$ cat config.mk
export PLATFORM = sky130hd
export DESIGN_NAME = okl_loader
export DESIGN_NICKNAME = d
export VERILOG_FILES = /design/src/rtl/okl_pkg.sv /design/src/rtl/okl_order_track.sv /design/src/rtl/okl_word_bank.sv /design/src/rtl/okl_status.sv /design/src/rtl/okl_loader.sv
export SDC_FILE = /design/constraint.sdc
export NUM_CORES = 1
export LEC_CHECK = 0
export BUFFER_PORTS_ARGS = -buffer_cell sky130_fd_sc_hd__buf_4
export CELL_PAD_IN_SITES_DETAIL_PLACEMENT = 2
export CELL_PAD_IN_SITES_GLOBAL_PLACEMENT = 2
export CORE_MARGIN = 5
export CORE_UTILIZATION = 28
export CTS_CLUSTER_DIAMETER = 40
export DETAILED_ROUTE_END_ITERATION = 8
export PLACE_DENSITY = 0.78
export SLEW_MARGIN = 40
export SYNTH_ARGS = -nofsm -noshare
export SYNTH_HDL_FRONTEND = slang
export SYNTH_SLANG_ARGS = --single-unit
$ cat constraint.sdc
create_clock -name clk -period 2.05 [get_ports clk]
set_clock_uncertainty 0.2 [all_clocks]
set_input_delay 0.3075 -clock clk [delete_from_list [all_inputs] [get_ports clk]]
set_output_delay 0.3075 -clock clk [all_outputs]
set_load 0.01 [all_outputs]
$ cat src/rtl/okl_pkg.sv
package okl_pkg;

    typedef enum logic {
        DIR_UP   = 1'b0,
        DIR_DOWN = 1'b1
    } okl_dir_e;

    typedef struct packed {
        logic     active;
        okl_dir_e dir;
    } okl_seq_t;

    typedef struct packed {
        logic take;
        logic bad;
        logic last;
    } okl_verdict_t;

    function automatic int unsigned okl_span(input logic wide, input int unsigned max_words);
        return wide ? max_words : (max_words / 2);
    endfunction

endpackage

$ cat src/rtl/okl_order_track.sv
module okl_order_track
    import okl_pkg::*;
#(
    parameter int unsigned MAX_WORDS = 8,
    parameter int unsigned IDX_W     = $clog2(MAX_WORDS)
) (
    input  logic             clk,
    input  logic             rst,
    input  logic             wr_go,
    input  logic [IDX_W-1:0] wr_idx,
    input  logic             key_size,
    input  logic             abort,
    output okl_verdict_t     verdict
);
    localparam int unsigned CMP_W = IDX_W + 1;

    okl_seq_t         seq_q, seq_d;
    logic [IDX_W-1:0] next_q, next_d;
    logic [CMP_W-1:0] span;
    logic [IDX_W-1:0] top;
    okl_dir_e         dir_use;

    always_comb begin
        span    = CMP_W'(okl_span(key_size, MAX_WORDS));
        top     = IDX_W'(span - 1'b1);
        verdict = '0;
        dir_use = seq_q.dir;
        if (wr_go) begin
            if ({1'b0, wr_idx} >= span) begin
                verdict.bad = 1'b1;
            end else if (!seq_q.active) begin
                if (wr_idx == '0) begin
                    verdict.take = 1'b1;
                    dir_use      = DIR_UP;
                end else if (wr_idx == top) begin
                    verdict.take = 1'b1;
                    dir_use      = DIR_DOWN;
                end else begin
                    verdict.bad = 1'b1;
                end
            end else if (wr_idx == next_q) begin
                verdict.take = 1'b1;
            end else begin
                verdict.bad = 1'b1;
            end
            if (verdict.take) begin
                verdict.last = (dir_use == DIR_UP) ? (wr_idx == top) : (wr_idx == '0);
            end
        end
    end

    always_comb begin
        seq_d  = seq_q;
        next_d = next_q;
        if (abort || verdict.bad || verdict.last) begin
            seq_d.active = 1'b0;
        end else if (verdict.take) begin
            seq_d.active = 1'b1;
            seq_d.dir    = dir_use;
            next_d       = (dir_use == DIR_UP) ? wr_idx + 1'b1 : wr_idx - 1'b1;
        end
    end

    always_ff @(posedge clk) begin
        if (rst) begin
            seq_q  <= '{active: 1'b0, dir: DIR_UP};
            next_q <= '0;
        end else begin
            seq_q  <= seq_d;
            next_q <= next_d;
        end
    end

    AST_VERDICT_EXCLUSIVE: assert property (@(posedge clk) disable iff (rst)
        !(verdict.take && verdict.bad)) else $error("take and bad together");

endmodule

$ cat src/rtl/okl_word_bank.sv
module okl_word_bank #(
    parameter int unsigned WORD_W    = 32,
    parameter int unsigned MAX_WORDS = 8,
    parameter int unsigned IDX_W     = $clog2(MAX_WORDS)
) (
    input  logic                        clk,
    input  logic                        rst,
    input  logic                        erase,
    input  logic                        we,
    input  logic [IDX_W-1:0]            widx,
    input  logic [WORD_W-1:0]           wdata,
    output logic [WORD_W*MAX_WORDS-1:0] key_flat
);
    for (genvar g = 0; g < MAX_WORDS; g++) begin : g_slot
        logic [WORD_W-1:0] slot_q;
        always_ff @(posedge clk) begin
            if (rst || erase) begin
                slot_q <= '0;
            end else if (we && (widx == IDX_W'(g))) begin
                slot_q <= wdata;
            end
        end
        assign key_flat[g*WORD_W +: WORD_W] = slot_q;
    end

    AST_ERASE_ZEROES: assert property (@(posedge clk) disable iff (rst)
        erase |=> (key_flat == '0)) else $error("erase left data");

endmodule

$ cat src/rtl/okl_status.sv
module okl_status
    import okl_pkg::*;
(
    input  logic         clk,
    input  logic         rst,
    input  logic         erase,
    input  logic         ext_err,
    input  logic         err_clr,
    input  okl_verdict_t verdict,
    output logic         key_valid,
    output logic         key_err
);
    logic valid_d, err_d;

    always_comb begin
        valid_d = key_valid;
        if (erase || ext_err || verdict.bad) begin
            valid_d = 1'b0;
        end else if (verdict.take) begin
            valid_d = verdict.last && !key_err;
        end
        err_d = key_err;
        if (verdict.bad || ext_err) begin
            err_d = 1'b1;
        end else if (err_clr) begin
            err_d = 1'b0;
        end
    end

    always_ff @(posedge clk) begin
        if (rst) begin
            key_valid <= 1'b0;
            key_err   <= 1'b0;
        end else begin
            key_valid <= valid_d;
            key_err   <= err_d;
        end
    end

    AST_ERR_BLOCKS_VALID: assert property (@(posedge clk) disable iff (rst)
        $rose(key_valid) |-> $past(!key_err)) else $error("valid rose under error");
    AST_SET_BEATS_CLEAR: assert property (@(posedge clk) disable iff (rst)
        (ext_err && err_clr) |=> key_err) else $error("clear won over set");

endmodule

$ cat src/rtl/okl_loader.sv
module okl_loader
    import okl_pkg::*;
#(
    parameter int unsigned WORD_W    = 32,
    parameter int unsigned MAX_WORDS = 8,
    parameter int unsigned IDX_W     = $clog2(MAX_WORDS),
    parameter int unsigned KEY_W     = WORD_W * MAX_WORDS
) (
    input  logic              clk,
    input  logic              rst,
    input  logic              wr_en,
    input  logic [IDX_W-1:0]  wr_idx,
    input  logic [WORD_W-1:0] wr_data,
    input  logic              key_size,
    input  logic              sel_change,
    input  logic              err_clr,
    input  logic              ext_err,
    output logic [KEY_W-1:0]  key_out,
    output logic              key_valid,
    output logic              key_err
);
    logic         abort;
    logic         wr_go;
    okl_verdict_t verdict;

    assign abort = sel_change || ext_err;
    assign wr_go = wr_en && !abort;

    okl_order_track #(.MAX_WORDS(MAX_WORDS), .IDX_W(IDX_W)) u_track (
        .clk      (clk),
        .rst      (rst),
        .wr_go    (wr_go),
        .wr_idx   (wr_idx),
        .key_size (key_size),
        .abort    (abort),
        .verdict  (verdict)
    );

    okl_word_bank #(.WORD_W(WORD_W), .MAX_WORDS(MAX_WORDS), .IDX_W(IDX_W)) u_bank (
        .clk      (clk),
        .rst      (rst),
        .erase    (sel_change),
        .we       (verdict.take),
        .widx     (wr_idx),
        .wdata    (wr_data),
        .key_flat (key_out)
    );

    okl_status u_status (
        .clk       (clk),
        .rst       (rst),
        .erase     (sel_change),
        .ext_err   (ext_err),
        .err_clr   (err_clr),
        .verdict   (verdict),
        .key_valid (key_valid),
        .key_err   (key_err)
    );

    AST_EXT_ERR_EFFECT: assert property (@(posedge clk) disable iff (rst)
        ext_err |=> (key_err && !key_valid)) else $error("ext error ignored");
    AST_VALID_NEEDS_WRITE: assert property (@(posedge clk) disable iff (rst)
        $rose(key_valid) |-> $past(wr_en)) else $error("valid without write");
    AST_SEL_DROPS_VALID: assert property (@(posedge clk) disable iff (rst)
        sel_change |=> !key_valid) else $error("valid survived erase");

endmodule

# Yosys cells after proc, flatten, opt, wreduce, memory -nomap -nowiden
# Index checks and enable logic that the tools add are counted.
# Widths: inputs -> output; s select.
# classes
add_sub_neg	3
magnitude_cmp	1
n_eq_ne	9
mux	23
n_bitwise	1
reduce_logical	22
# ops
op	n
$mux 1	19
$eq 3x3->1 const B	4
$logic_and 1x1->1	10
$eq 3x2->1 const B	2
$eq 3x3->1	2
$mux 3	2
$sub 3x1->3 const B	2
$logic_or 1x1->1	5
$ge 3x4->1	1
$mux 4	1
$reduce_or 2->1	2
$add 3x1->3 const B	1
$eq 3x1->1 const B	1
$logic_not 3->1	1
$logic_not 1->1	2
$mux 2	1
$reduce_and 2->1	1
$reduce_bool 2->1	1
$not 1->1	1
# totals
reg_bits	263
inputBits	42
output_inout_bits	258
word_cells	72

# Longest topological paths before layout
# logic_depth
ltp_word	15
depth_mapped	8
depth_no_buf	6

# Cells and area by module
# Synthesis repeated with hierarchy kept, for this count alone.
# hier_totals
hier_cells	1005
hier_area_um2	11459.7
# by_module_without_submodules
mod	instances	cells_per_inst	area_each_um2	seq_area_each_um2
okl_word_bank	1	936	10869.2	5124.9
okl_order_track	1	58	491.7	100.1
okl_status	1	9	85.1	40.0
okl_loader	1	2	13.8	0.0

# Worst setup path before layout
# No wires, ideal clock.
# synth_timing
path_kind	input port to flip-flop
start	input port key_size
end	register u_bank.g_slot[0].slot_q[10]
setup_ns	0.072
t_arrival_ns	1.819
t_required_ns	1.778
path_slack_ns	-0.041
cell_stages	8
path_buffers	2
path_cell_list	inv_1 ha_1 and2b_2 and4_2 buf_6 o211ai_2 buf_6 mux2i_1
# synth_between
elab_chain_cells	10
elab_cells_between_ends	11
cone_classes	add/sub (1); order compare (1); eq/ne (1); mux (7); reduce/logical (1)
# synth_rtl
element	line_no	rtl
start: declaration	okl_loader.sv:14	input logic key_size,
$mux 4 (*)	okl_pkg.sv:20	return wide ? max_words : (max_words / 2);
$sub 3x1->3	okl_order_track.sv:25	top = IDX_W'(span - 1'b1);
$eq 3x3->1	okl_order_track.sv:35	end else if (wr_idx == top) begin
$mux 1	okl_order_track.sv:35	
$mux 1	okl_order_track.sv:32	if (wr_idx == '0) begin
$mux 2	okl_order_track.sv:31	end else if (!seq_q.active) begin
$mux 1 (*)	okl_order_track.sv:29	if ({1'b0, wr_idx} >= span) begin
$mux 1 (*)	okl_order_track.sv:28	if (wr_go) begin
$mux 3 (*)	okl_order_track.sv:28	
$logic_and 1x1->1 (*)	okl_word_bank.sv:19	end else if (we && (widx == IDX_W'(g))) begin
end signal: assignment	okl_word_bank.sv:20	slot_q <= wdata;
end: declaration	okl_word_bank.sv:15	logic [WORD_W-1:0] slot_q;
# Mark *: on every way between the ends. The rest lies on a longest branch, timed or not. The select of a mux whose other input is x is not followed.
# A chain may end at the register's enable or synchronous reset.

# Worst setup path in the final report
# layout_timing
start	register u_track.seq_q[1] (netlist name)
end	register u_bank.g_slot[1].slot_q[17]
# layout_between
elab_chain_cells	5
# layout_rtl
element	line_no	rtl
start: declaration	okl_order_track.sv:17	okl_seq_t seq_q, seq_d;
start signal: assignment	okl_order_track.sv:66	seq_q <= '{active: 1'b0, dir: DIR_UP};
start signal: assignment	okl_order_track.sv:69	seq_q <= seq_d;
$mux 2	okl_order_track.sv:31	
$mux 1	okl_order_track.sv:29	
$mux 1	okl_order_track.sv:28	
$mux 3	okl_order_track.sv:28	
$logic_and 1x1->1	okl_word_bank.sv:19	
end signal: assignment	okl_word_bank.sv:20	
end: declaration	okl_word_bank.sv:15	
# No other way between the ends. The select of a mux whose other input is x is not followed.

==> impl_metrics.tcl <==
set metrics [dict create \
    hold_path_startpoint "wr_data[4]" \
    hold_violations 0 \
    grt_pass1_wl_microns 56530 \
    critPathMaxFanout 16 \
    r2r_cells 6 \
    min_period_over_period_pct 96.67 \
    drc_errors 0 \
    tightest_slew_ps 514.4 \
    maxSlewHeadroom_pct 65.62 \
    synth_area_leader_cell "dfxtp_1" \
    numCtsBuffers 41 \
    fp.dieH_microns 199.0 \
    final_area_sq_um 14870 \
    synth-simple-area-share_pct 12.72 \
    dp_cells 1711 \
    p_sw_w 0.002906 \
    synthFlopType "dfxtp_1" \
    synth_cells 947 \
    clkTransAtPathRegs_ps 50 \
    rrSetupSlack_ps 70 \
    r2r_start "u_track.seq_q[1]" \
    worstPathRequired_ps 2290 \
    synth-compound-area-share_pct 3.139 \
    synth_top_family_by_area "multiplexers" \
    wire_per_inst_microns 21.54 \
    final_nets 1355 \
    crit_type "register to register" \
    outcome "finished clean" \
    max-clock-path-buffers 3 \
    fin_ws_ps 68.36 \
    pwr-share-clk_pct 56.5 \
    p_leak_nw 7.608 \
    start_util_pct 28.27 \
    combPwrFrac_pct 3.8 \
    switching_share_pct 22.49 \
    setup_violations 0 \
    die_w_microns 199.0 \
    die-area_sq_um 39610 \
    ys_seq_area_share_pct 52.62 \
    yosysMostFrequentCell "nand2_1" \
    route.antenna.remaining_nets 0 \
    finalMaxSlewViolations 0 \
    grt_max_degree 38 \
    utilization_pct 42.01 \
    fin_cells 1797 \
    hold_path_depth 4 \
    end_kind "register" \
    post_dp_cell_area_sq_um 13200 \
    p_int_w 0.01001 \
    p_per_area_nw_per_um2 868.9 \
    synth_edf_count 0 \
    peakVddDrop_uv 548.7 \
    core_area_sq_um 35400 \
    cts_tree "built" \
    r2r_end "u_bank.g_slot[1].slot_q[17]" \
    syn_avg_cell_area_sq_um 10.57 \
    synth.cell_area_sq_um 10010 \
    drive_above_1_share_pct 34.43 \
    yosys-top-cells-count "nand2_1 (292), dfxtp_1 (263), mux2i_1 (258), clkbuf_1 (27), buf_6 (22)" \
    grt_pass1_vias 9377 \
    htreeDepth 2 \
    fin_crit_ps 1982 \
    rsz0062_at_grt "yes" \
    synth_top_cell_area_share_pct 52.62 \
    hpwlAfterDp_microns 26830 \
    seq_power_share_pct 39.7 \
    drtIter0Drc 188 \
    whs_ps 26.90 \
    synth_adder_area_share_pct 1.000 \
    ctsRootBufferMaster "clkbuf_16" \
    grtUsageTotal_pct 18.35 \
    gp_congestion 0.7850 \
    synth_fp_nets 997 \
    io_pins 300 \
    cp-start-kind "register" \
    min_to "u_bank.g_slot[0].slot_q[4]" \
    min_path_type "input pin to register" \
    ys_seq_elements 263 \
    grt.overflow.total 0 \
    cts.sinks 263 \
    drt_wl_total_microns 38710 \
    synth_area_leaders "dfxtp_1 (53%), mux2i_1 (26%), nand2_1 (11%)" \
    antenna_found_initial 0 \
    place_ws_ps -312.5 \
    synthMuxAreaShare_pct 25.81 \
    fmax_mhz 504.6 \
    fill_cells 3785 \
    rows 69 \
    synthArstFlopShare_pct 0 \
    first_pass_iters 4 \
    areaGrowthSynthToFinish_pct 48.61 \
    route.vias.total 8354 \
    synth_xor_area_share_pct 0.3501 \
    port_buffers 299 \
    clk_latency_ps 520 \
    diodes 0 \
    ys_types 42 \
    worst_ep_arrival_time_ps 2220 \
    ys_warn_count 0 \
    post_drt_via_cell_ratio 4.649 \
    maxCapViolations 0 \
]
[metal layers]
| layer | wire (microns) | up-vias | track usage [%] |
|---|---|---|---|
| li1 | - | 3892 | - |
| met1 | 15880 | 4190 | 21.37 |
| met2 | 19490 | 213 | 32.83 |
| met3 | 2421 | 59 | 5.437 |
| met4 | 912 | 0 | 4.939 |
| met5 | 0 | - | 0 |
[layout make-up]
type	count	area, sq um	area share, %
Clock buffer	52	1170	7.868
Clock inverter	22	282.8	1.902
Inverter	6	22.52	0.1515
Multi-Input combinational cell	618	4363	29.34
Sequential cell	263	5266	35.42
Tap cell	461	576.8	3.879
Timing Repair Buffer	375	3188	21.44
[cells by family after synthesis]
| kind of cell | count (synthesis) |
|---|---|
| xor gates and xnor gates | 4 |
| and+or+nand+nor | 318 |
| AOI/OAI and AO/OA | 30 |
| muxes | 258 |
| adders and majority gates | 8 |
| buffers and inverters | 66 |
| DFF | 263 |
[critical path, stage by stage (launching register included)]
cell	delay [ps]
dfxtp_2	340
and2b_2	220
and4_4	210
buf_12	150
o2111ai_4	340
buf_12	230
mux2i_1	200
[state kept, by name, summed over array words and instances (netlist names)]
register / cells
u_bank.g_slot.slot_q: 256
u_track.next_q: 3
u_track.seq_q: 2
u_status.key_err: 1
u_status.key_valid: 1
[layout by cell type, fill, tap and decap left out, types with 5 or more instances in the layout]
cell,instances
buf_12,23
buf_4,342
bufinv_16,5
clkbuf_16,47
clkbuf_8,6
clkinvlp_4,5
dfxtp_1,262
dlygate4sd3_1,6
ha_1,8
inv_1,6
mux2i_1,256
nand2_1,292
nor2_1,6
[repair_timing]
item	in CTS	in global routing
setup endpoints to repair	0	13
endpoints found under the hold margin	6	0
buffers inserted	0	2
resized for setup	0	6
hold buffers	6	0
[per-stage QoR]
stage	power [W]	TNS, ps
2_1_floorplan	0.005458	-3566
3_5_place_dp	0.005713	-54320
5_1_grt	0.01335	-266.7
6_report	0.01292	0
4_1_cts	0.01308	0
3_3_place_gp	0.005703	-44110
[power groups by stage]
| stage | registers [W] | logic, W | clock network, W |
|---|---|---|---|
| floorplan | 0.00524 | 0.000221 | 0 |
| global placement | 0.00524 | 0.000467 | 0 |
| detailed placement | 0.00524 | 0.000477 | 0 |
| CTS | 0.00513 | 0.000490 | 0.00746 |
| global route | 0.00513 | 0.000529 | 0.00769 |
| finish | 0.00513 | 0.000490 | 0.00730 |
[worst max-delay path by stage]
| stage | startpoint | end | slack [ps] | cells past startpoint |
|---|---|---|---|---|
| after floorplan | key_size | u_bank.g_slot[0].slot_q[10] | -40 | 8 |
| after global placement | key_size | u_bank.g_slot[3].slot_q[14] | -220 | 9 |
| after detailed placement | key_size | u_bank.g_slot[6].slot_q[14] | -310 | 9 |
| after CTS | u_track.seq_q[1] | u_bank.g_slot[6].slot_q[14] | 4 | 6 |
| after global routing | u_track.next_q[0] | u_bank.g_slot[4].slot_q[28] | -30 | 6 |
| final | u_track.seq_q[1] | u_bank.g_slot[1].slot_q[17] | 70 | 6 |
Power figures use the tool's default switching activity.
